## src/rtl/alu_pkg.sv

```systemverilog
package alu_pkg;

  typedef enum logic [7:0] {
    OPC_NOP   = 8'h00,
    OPC_COPY  = 8'h01,
    OPC_COPYX = 8'h02,
    OPC_CMP   = 8'h14,
    OPC_INC   = 8'h15,
    OPC_DEC   = 8'h16,
    OPC_SHL   = 8'h17,
    OPC_SHR   = 8'h18,
    OPC_ADD   = 8'h19,
    OPC_SUB   = 8'h1A,
    OPC_AND   = 8'h1B,
    OPC_OR    = 8'h1C,
    OPC_NOT   = 8'h1D,
    OPC_XOR   = 8'h1E,
    OPC_NAND  = 8'h1F,
    OPC_NOR   = 8'h20,
    OPC_XNOR  = 8'h21,
    OPC_ADDI  = 8'h25,
    OPC_SUBI  = 8'h26
  } opc_e;

  typedef enum logic [2:0] {
    UNIT_NONE,
    UNIT_ARITH,
    UNIT_LOGIC,
    UNIT_SHIFT,
    UNIT_MOVE
  } unit_e;

  typedef struct packed {
    unit_e unit;
    logic  wr;
    logic  cmp;
  } dec_s;

  function automatic dec_s decode_op(input logic [7:0] opc);
    dec_s d;
    d.unit = UNIT_NONE;
    case (opc)
      OPC_COPY, OPC_COPYX:                         d.unit = UNIT_MOVE;
      OPC_INC, OPC_DEC, OPC_ADD, OPC_SUB,
      OPC_ADDI, OPC_SUBI:                          d.unit = UNIT_ARITH;
      OPC_SHL, OPC_SHR:                            d.unit = UNIT_SHIFT;
      OPC_AND, OPC_OR, OPC_NOT, OPC_XOR,
      OPC_NAND, OPC_NOR, OPC_XNOR:                 d.unit = UNIT_LOGIC;
      default:                                     d.unit = UNIT_NONE;
    endcase
    d.wr  = (d.unit != UNIT_NONE);
    d.cmp = (opc == OPC_CMP);
    return d;
  endfunction

endpackage

```

## src/rtl/alu_arith.sv

```systemverilog
module alu_arith
  import alu_pkg::*;
#(
  parameter int DATA_W = 32,
  parameter int IMM_W  = 16
) (
  input  logic [7:0]        opc,
  input  logic [DATA_W-1:0] a,
  input  logic [DATA_W-1:0] b,
  input  logic [IMM_W-1:0]  imm,
  output logic [DATA_W-1:0] res
);

  logic [DATA_W-1:0] imm_sx;
  logic [DATA_W-1:0] rhs;
  logic              do_sub;

  assign imm_sx = {{(DATA_W-IMM_W){imm[IMM_W-1]}}, imm};

  // One shared adder; subtraction uses the inverted operand plus carry-in.
  always_comb begin
    rhs    = b;
    do_sub = 1'b0;
    case (opc)
      OPC_INC:  rhs = DATA_W'(1);
      OPC_DEC:  begin rhs = DATA_W'(1); do_sub = 1'b1; end
      OPC_SUB:  do_sub = 1'b1;
      OPC_ADDI: rhs = imm_sx;
      OPC_SUBI: begin rhs = imm_sx; do_sub = 1'b1; end
      default:  rhs = b;
    endcase
  end

  assign res = a + (do_sub ? ~rhs : rhs) + DATA_W'(do_sub);

endmodule

```

## src/rtl/alu_logic.sv

```systemverilog
module alu_logic
  import alu_pkg::*;
#(
  parameter int DATA_W = 32
) (
  input  logic [7:0]        opc,
  input  logic [DATA_W-1:0] a,
  input  logic [DATA_W-1:0] b,
  output logic [DATA_W-1:0] res
);

  logic [1:0]        fn;
  logic              inv;
  logic [DATA_W-1:0] b_m;
  logic [DATA_W-1:0] base;

  // Base function (AND / OR / XOR) plus an output inversion covers all seven.
  always_comb begin
    fn  = 2'd0;
    inv = 1'b0;
    case (opc)
      OPC_AND:  begin fn = 2'd0; inv = 1'b0; end
      OPC_OR:   begin fn = 2'd1; inv = 1'b0; end
      OPC_XOR:  begin fn = 2'd2; inv = 1'b0; end
      OPC_NAND: begin fn = 2'd0; inv = 1'b1; end
      OPC_NOR:  begin fn = 2'd1; inv = 1'b1; end
      OPC_XNOR: begin fn = 2'd2; inv = 1'b1; end
      OPC_NOT:  begin fn = 2'd1; inv = 1'b1; end
      default:  begin fn = 2'd0; inv = 1'b0; end
    endcase
  end

  assign b_m = (opc == OPC_NOT) ? '0 : b;

  always_comb begin
    case (fn)
      2'd0:    base = a & b_m;
      2'd1:    base = a | b_m;
      default: base = a ^ b_m;
    endcase
  end

  assign res = inv ? ~base : base;

endmodule

```

## src/rtl/alu_shift.sv

```systemverilog
module alu_shift #(
  parameter int DATA_W = 32,
  parameter int SH_W   = $clog2(DATA_W)
) (
  input  logic              dir_right,
  input  logic [DATA_W-1:0] val,
  input  logic [SH_W-1:0]   amt,
  output logic [DATA_W-1:0] res
);

  logic [DATA_W-1:0] rev_in;
  logic [DATA_W-1:0] rev_out;
  logic [DATA_W-1:0] stage [SH_W+1];

  // Right shifts reuse the left-shift stages on a bit-reversed word.
  for (genvar i = 0; i < DATA_W; i++) begin : g_rev
    assign rev_in[i]  = val[DATA_W-1-i];
    assign rev_out[i] = stage[SH_W][DATA_W-1-i];
  end

  assign stage[0] = dir_right ? rev_in : val;

  for (genvar s = 0; s < SH_W; s++) begin : g_stage
    assign stage[s+1] = amt[s] ? (stage[s] << (1 << s)) : stage[s];
  end

  assign res = dir_right ? rev_out : stage[SH_W];

endmodule

```

## src/rtl/alu_flags.sv

```systemverilog
module alu_flags #(
  parameter int DATA_W = 32
) (
  input  logic              clk,
  input  logic              rst,
  input  logic              cmp_en,
  input  logic [DATA_W-1:0] a,
  input  logic [DATA_W-1:0] b,
  output logic              flag_eq,
  output logic              flag_gt,
  output logic              flag_lt
);

  always_ff @(posedge clk) begin
    if (rst) begin
      flag_eq <= 1'b0;
      flag_gt <= 1'b0;
      flag_lt <= 1'b0;
    end else if (cmp_en) begin
      flag_eq <= (a == b);
      flag_gt <= ($signed(a) > $signed(b));
      flag_lt <= ($signed(a) < $signed(b));
    end
  end

  a_r8_exactly_one: assert property (@(posedge clk) disable iff (rst)
    (cmp_en && !rst) |=> ($countones({flag_eq, flag_gt, flag_lt}) == 1));

  a_r8_never_two: assert property (@(posedge clk) disable iff (rst)
    $onehot0({flag_eq, flag_gt, flag_lt}));

  a_r9_hold: assert property (@(posedge clk) disable iff (rst)
    (!cmp_en && !rst) |=> $stable({flag_eq, flag_gt, flag_lt}));

endmodule

```

## src/rtl/alu_core.sv

```systemverilog
module alu_core
  import alu_pkg::*;
#(
  parameter int DATA_W = 32,
  parameter int IMM_W  = 16
) (
  input  logic              clk,
  input  logic              rst,
  input  logic [7:0]        opcode,
  input  logic [DATA_W-1:0] src_a,
  input  logic [DATA_W-1:0] src_b,
  input  logic [IMM_W-1:0]  imm,
  input  logic              shamt_from_imm,
  output logic [DATA_W-1:0] result,
  output logic              wr_en,
  output logic              flag_eq,
  output logic              flag_gt,
  output logic              flag_lt
);

  localparam int SH_W   = $clog2(DATA_W);
  localparam int HALF_W = DATA_W / 2;

  dec_s              dec;
  logic [DATA_W-1:0] arith_res;
  logic [DATA_W-1:0] logic_res;
  logic [DATA_W-1:0] shift_res;
  logic [DATA_W-1:0] move_res;
  logic [SH_W-1:0]   shamt;
  logic [DATA_W-1:0] res_d;

  assign dec = decode_op(opcode);

  alu_arith #(.DATA_W(DATA_W), .IMM_W(IMM_W)) arith_i (
    .opc (opcode),
    .a   (src_a),
    .b   (src_b),
    .imm (imm),
    .res (arith_res)
  );

  alu_logic #(.DATA_W(DATA_W)) logic_i (
    .opc (opcode),
    .a   (src_a),
    .b   (src_b),
    .res (logic_res)
  );

  assign shamt = shamt_from_imm ? imm[SH_W-1:0] : src_b[SH_W-1:0];

  alu_shift #(.DATA_W(DATA_W), .SH_W(SH_W)) shift_i (
    .dir_right (opcode == OPC_SHR),
    .val       (src_a),
    .amt       (shamt),
    .res       (shift_res)
  );

  assign move_res = (opcode == OPC_COPYX)
                  ? {{(DATA_W-HALF_W){src_a[HALF_W-1]}}, src_a[HALF_W-1:0]}
                  : src_a;

  always_comb begin
    case (dec.unit)
      UNIT_ARITH: res_d = arith_res;
      UNIT_LOGIC: res_d = logic_res;
      UNIT_SHIFT: res_d = shift_res;
      UNIT_MOVE:  res_d = move_res;
      default:    res_d = '0;
    endcase
  end

  always_ff @(posedge clk) begin
    if (rst) begin
      result <= '0;
      wr_en  <= 1'b0;
    end else begin
      result <= res_d;
      wr_en  <= dec.wr;
    end
  end

  alu_flags #(.DATA_W(DATA_W)) flags_i (
    .clk     (clk),
    .rst     (rst),
    .cmp_en  (dec.cmp),
    .a       (src_a),
    .b       (src_b),
    .flag_eq (flag_eq),
    .flag_gt (flag_gt),
    .flag_lt (flag_lt)
  );

  a_r10_idle_zero: assert property (@(posedge clk) disable iff (rst)
    (!rst && !dec.wr) |=> (result == '0 && !wr_en));

  a_r2_add: assert property (@(posedge clk) disable iff (rst)
    (!rst && opcode == OPC_ADD) |=> (result == $past(src_a + src_b) && wr_en));

  a_r4_inc: assert property (@(posedge clk) disable iff (rst)
    (!rst && opcode == OPC_INC) |=> (result == $past(src_a + DATA_W'(1))));

  a_r5_zero_shift: assert property (@(posedge clk) disable iff (rst)
    (!rst && opcode == OPC_SHL && shamt_from_imm && imm[SH_W-1:0] == '0)
      |=> (result == $past(src_a)));

endmodule

```

## config.mk

```make
export PLATFORM = sky130hd
export DESIGN_NAME = alu_core
export DESIGN_NICKNAME = d
export VERILOG_FILES = /design/src/rtl/alu_pkg.sv /design/src/rtl/alu_arith.sv /design/src/rtl/alu_logic.sv /design/src/rtl/alu_shift.sv /design/src/rtl/alu_flags.sv /design/src/rtl/alu_core.sv
export SDC_FILE = /design/constraint.sdc
export NUM_CORES = 1
export LEC_CHECK = 0
export BUFFER_PORTS_ARGS = -buffer_cell sky130_fd_sc_hd__buf_2
export CAP_MARGIN = 20
export CELL_PAD_IN_SITES_DETAIL_PLACEMENT = 1
export CELL_PAD_IN_SITES_GLOBAL_PLACEMENT = 1
export CORE_ASPECT_RATIO = 1.1
export CORE_MARGIN = 2
export CORE_UTILIZATION = 41
export CTS_BUF_LIST = sky130_fd_sc_hd__clkbuf_8 sky130_fd_sc_hd__clkbuf_16
export DETAILED_ROUTE_END_ITERATION = 8
export GPL_TIMING_DRIVEN = 0
export PLACE_DENSITY_LB_ADDON = 0.1
export SLEW_MARGIN = 0
export SYNTH_ARGS = -nofsm -noshare
export SYNTH_HDL_FRONTEND = slang
export SYNTH_HIERARCHICAL = 1
export SYNTH_SLANG_ARGS = --single-unit
```

## constraint.sdc

```tcl
create_clock -name clk -period 4.8 [get_ports clk]
set_input_delay 0.72 -clock clk [delete_from_list [all_inputs] [get_ports clk]]
set_output_delay 0.72 -clock clk [all_outputs]
set_load 0.01 [all_outputs]
```

Word-level counts from Yosys, hierarchy flattened --
Memories as Yosys holds them, arrays and structs flattened. Index checks and enable logic that the tools add are counted.
Word-level totals: register bits 36, memory bits (read-only) 192, word-level logic and storage cells 63, memories kept 1
Cells by class: $add $sub $neg 2, magnitude comparators 2, equality and inequality tests 20, multiplexer cells 19, bitwise logic cells 5, reductions and logical operators 9
Memory list:
- (name not given) | depth 64, bits a word 3, read ports 1, clocked after memory_dff 0, wr ports 0, line alu_pkg.sv:42 | case (opc)
Operators with widths (count):
- $mux W32 | 11
- $pmux W32 S2 | 2
- $pmux W32 S4 | 1
- $eq A8 B5 Y1 const B | 9
- $not A32 Y32 | 2
- $add A32 B1 Y32 | 1
- $add A32 B32 Y32 | 1
- $and A32 B32 Y32 | 1
- $eq A32 B32 Y1 | 1
- $eq A8 B6 Y1 const B | 4
- $gt A32 B32 Y1 | 1
- $lt A32 B32 Y1 | 1
- $or A32 B32 Y32 | 1
- $xor A32 B32 Y32 | 1
- $eq A8 B2 Y1 const B | 1
- $eq A3 B2 Y1 const B | 2
- $reduce_or A2 Y1 | 3
- $reduce_or A3 Y1 | 2
- $mux W5 | 1
- $logic_not A2 Y1 | 2
- $pmux W2 S2 | 1
- $reduce_or A4 Y1 | 1
- $eq A3 B1 Y1 const B | 1
- $eq A3 B3 Y1 const B | 1
- 4 further kinds | 5

Longest topological paths before layout --
word-level depth 9, mapped depth 23

Modules after synthesis --
Netlist, hierarchy kept.
By module, submodules not included:
- alu_shift | instances 1, cells each 372, area each 3029.2 um^2, sequential area each 0.0 um^2
- alu_arith | instances 1, cells each 329, area each 2312.2 um^2, sequential area each 0.0 um^2
- alu_logic | instances 1, cells each 288, area each 2250.9 um^2, sequential area each 0.0 um^2
- alu_core | instances 1, cells each 271, area each 2195.9 um^2, sequential area each 660.6 um^2
- alu_flags | instances 1, cells each 134, area each 1006.0 um^2, sequential area each 60.1 um^2

Least setup slack after synthesis --
No wires, ideal clock.
kind input port to flip-flop, start input port opcode[7], end register result[29], arrival 4660 ps, required time 4742 ps, slack 83 ps, stages on the path 17, path buffers 2, cells stage by stage or4b_1 or2_2 clkbuf_1 buf_1 xor2_1 ha_1 nand2_1 a2111oi_2 nor4_1 o31a_1 o31a_1 o31a_1 o41ai_2 xor2_1 nand3_1 a21oi_1 o21a_1
RTL lines:
- start: declaration | line alu_core.sv:9 | input logic [7:0] opcode,
- $eq A8 B6 Y1 or $eq A8 B5 Y1 (tied branches) | line alu_arith.sv:24 | case (opc)
- $reduce_or A2 Y1 (no line)
- $pmux W32 S2 | line alu_arith.sv:24
- $not A32 Y32 | line alu_arith.sv:34 | assign res = a + (do_sub ? ~rhs : rhs) + DATA_W'(do_sub);
- $mux W32 | line alu_arith.sv:34
- $add A32 B32 Y32 | line alu_arith.sv:34
- $add A32 B1 Y32 * | line alu_arith.sv:34
- named net arith_res[29] | line alu_core.sv:25 | logic [DATA_W-1:0] arith_res;
- $pmux W32 S4 * | line alu_core.sv:63 | case (dec.unit)
- end signal: assignment | line alu_core.sv:77 | result <= res_d;
- end: declaration | line alu_core.sv:14 | output logic [DATA_W-1:0] result,
Mark *: on every way through the listed nets, which the timed path passes. The rest lies on a longest branch. A chain may end at the register's enable or synchronous reset.

Worst setup path after layout --
start input port opcode[7], end register result[25]
The elaborated chain is that of the path after synthesis.

==> out/results.ini <==
[pwr]
seqPwrFrac_pct=15.8
p_leak_nw=5.404
pwr-share-clk_pct=18.9
internal-power_w=0.0009527
switching_share_pct=49.87
combPwrFrac_pct=65.4
powerDensity_mw_per_mm2=155.2
p_switching_w=0.0009477
irDropWorstVdd_mv=0.1206

[hold_path]
hp-class=flop to flop
worstHoldStart=flags_i/flag_eq
hold_depth=2

[logic_synthesis]
synth.largest_area_cell=ha_1
netlist_top_cells_area=ha_1, mux4_2, dfxtp_1
synth_xor_xnor_area_share_pct=7.952
synthSimpleGateAreaFrac_pct=15.67
synth_flop_cell=dfxtp_1
synth_compound_area_share_pct=31.07
synth_edf_count=0
synth_top_area_share_pct=15.18
synthAdderAreaFrac_pct=15.37
syn_area_mm2=0.01079
yosysUniqueCellTypes=90
ys_warn_count=6
postSynthAreaPerCell_um2=7.743
async_reset_ff_share_pct=0
synth_top_family_by_area=compound AO/OA/AOI/OAI gates
synthMuxAreaShare_pct=14.94
synth-seq-cells=36
yosysSeqAreaShare_pct=6.677
synth_fp_nets=1617
synthCells=1394

[clock_tree]
cts_made_buffers=5
cts_tree=yes
root_buffer=clkbuf_16
htree_num_levels=2
cts_buffer_depth=2
cts_hold_buf=0
numClockSinks=36
clock_latency_ns=0.32
clkSlewWorstSetupHoldPaths_ns=0.08

[finish]
area_growth_pct=13.41
num-fill-cells=3316
layout.cells.most_common_list=buf_2, nand2_1, ha_1
layout-drive-gt1-share_pct=22.24
final_common_cell=buf_2
nNetsFinal=1751

[worst_setup_path]
crit_type=input pin to flop
cp-startpoint=opcode[7]
cp_cell_sequence=buf_2, or4b_4, or2_4, buf_6, xor2_1, ha_1, nand2_1, and4bb_2, nor4_2, o31a_1, o31a_1, o31a_1, o41ai_2, xnor2_1, nand3_1, a21oi_2, o21a_1
cp_max_fo=10
start_kind=input pin
reg2reg_depth=3
slowest_delay_ns=0.59
path_delay_family=simple AND/OR/NAND/NOR gates
slowest_stage=or4b_4
r2r_start=flags_i/flag_lt
crit_buf_inv=2
worstPathRequired_ns=5.04
worst_ep_arrival_time_ns=4.91
cp_common_cell=o31a_1
crit_cells=17
end_kind=flop

[die]
die_w_um=158.7
die_y_um=174.2
dieArea_mm2=0.02764
ios=127
row_count=62
core_area_mm2=0.02599
initial_core_util_pct=41.54

[sta]
setup_viol=0
worst_hold_slack_ns=0.4914
period_needed_ns=4.673
relSlewSlack_pct=32.54
tightestPinTransition_ns=1.012
setup_tns_ns=0
hold_viol_final=0
rsz0062_at_grt=yes
period_share_pct=97.36
fmax_ghz=0.2140
slew_viol_final=0
skew_ns=0

[detailed_routing]
drtAntennaViolNets=0
routed_wirelength_um=49980
drtPass1Iterations=5
vias=12070
routedWlPerCell_um=26.55
vias_per_cell=6.411
first_iter_violations=1021
drcViolationCount=0

[grt]
grt_usage_pct=35.39
antenna_found_initial=1
grt_overflow=0
grt_pass1_wl_um=75010
grt_max_degree=16
grt_pass1_vias=12380

[place]
dpl.hpwl_um=40670
numPortBuffers=126
gp_congestion=0.9708

[flow_run]
cap_violations=0

[run_status]
status=finished clean

cell families (layout without fill, tap and decap cells):
logic type                 Yosys count  after routing
DFF                                 36             36
AOI/OAI and AO/OA                  464            464
muxes                              112            112
buffers and inverters              213            348
xor gates and xnor gates            98             98
other                                0              1
adders and majority gates          132            132
and+or+nand+nor                    339            339
flip-flops by register name, indices dropped and copies added, names as in the netlist:
register and cells:
result 32, flags_i/flag_eq 1, wr_en 1, flags_i/flag_lt 1
flags_i/flag_gt 1
timing repair:
item / 4_1_cts / 5_1_grt
pin swaps: 4 / 3
resized for setup: 32 / 39
buffers inserted: 3 / 2
setup endpoints to repair: 24 / 19
cell type report:
cell class | instances | area, µm² | area share (%)
Multi-Input combinational cell | 1145 | 9345 | 76.34
Tap cell | 352 | 440.4 | 3.598
Antenna cell | 1 | 2.502 | 0.02044
Sequential cell | 36 | 720.7 | 5.887
Buffer | 87 | 457.9 | 3.741
Clock inverter | 3 | 18.77 | 0.1533
Inverter | 122 | 457.9 | 3.741
Clock buffer | 5 | 125.1 | 1.022
Timing Repair Buffer | 131 | 673.1 | 5.499
cells in the mapped netlist, types with 8 or more instances:
cell	instances
nand2_1	140
ha_1	131
a21oi_1	121
inv_1	117
o21ai_0	79
xor2_1	75
nor2_1	55
mux2i_1	52
nand3_1	50
clkbuf_1	49
o21a_1	39
mux4_2	37
dfxtp_1	36
o221ai_2	30
o22ai_1	24
mux2_2	23
xnor2_1	23
a21o_1	20
o2bb2ai_1	19
buf_2	18
a22oi_1	15
buf_4	12
nand4_1	12
a22o_1	11
o21bai_1	11
a211oi_1	10
a31oi_1	9
a32o_1	9
nor3_1	9
nand2b_1	8
nor2b_1	8
through the flow:
stage | cells | area [µm²] | setup slack, ns | util, % | power [W]
finish | 1882 | 12240 | 0.1266 | 47.11 | 0.001900
global route | 1881 | 12240 | -0.03045 | 47.10 | 0.002005
CTS | 1880 | 12120 | -0.06820 | 46.62 | 0.001856
detailed placement | 1872 | 11870 | -1.313 | 45.66 | 0.001478
global placement | 1872 | 11870 | -1.243 | 45.66 | 0.001462
floorplan | 1394 | 10790 | 0.08275 | - | 0.001069
power groups by stage:
stage	registers, W	logic (W)	clock network, W
2_1_floorplan	0.000307	0.000762	0
3_3_place_gp	0.000306	0.00116	0
3_5_place_dp	0.000306	0.00117	0
4_1_cts	0.000300	0.00119	0.000365
5_1_grt	0.000300	0.00133	0.000377
6_report	0.000300	0.00124	0.000358
per-layer routing:
layer	vias up	routed length (µm)	track usage, %	part of all wire (%)
li1	5436	-	-	-
met1	5932	20930	44.90	42
met2	548	22300	57.37	45
met3	150	3451	4.271	6.9
met4	0	3289	21.90	6.6
met5	-	0	0	0
worst min-delay path: cells and delay by family (launching register included):
family             cells  cell delay [ns]
DFF                    1             0.31
AOI/OAI and AO/OA      1             0.05
and+or+nand+nor        1             0.08
worst paths after layout:
check,to,slack [ns]
worst min-delay path,flags_i/flag_eq,0.49
worst max register to register,flags_i/flag_lt,4.03
worst max-delay path,result[25],0.13
worst min register to register,flags_i/flag_eq,0.49
Power figures use the tool's default switching activity.
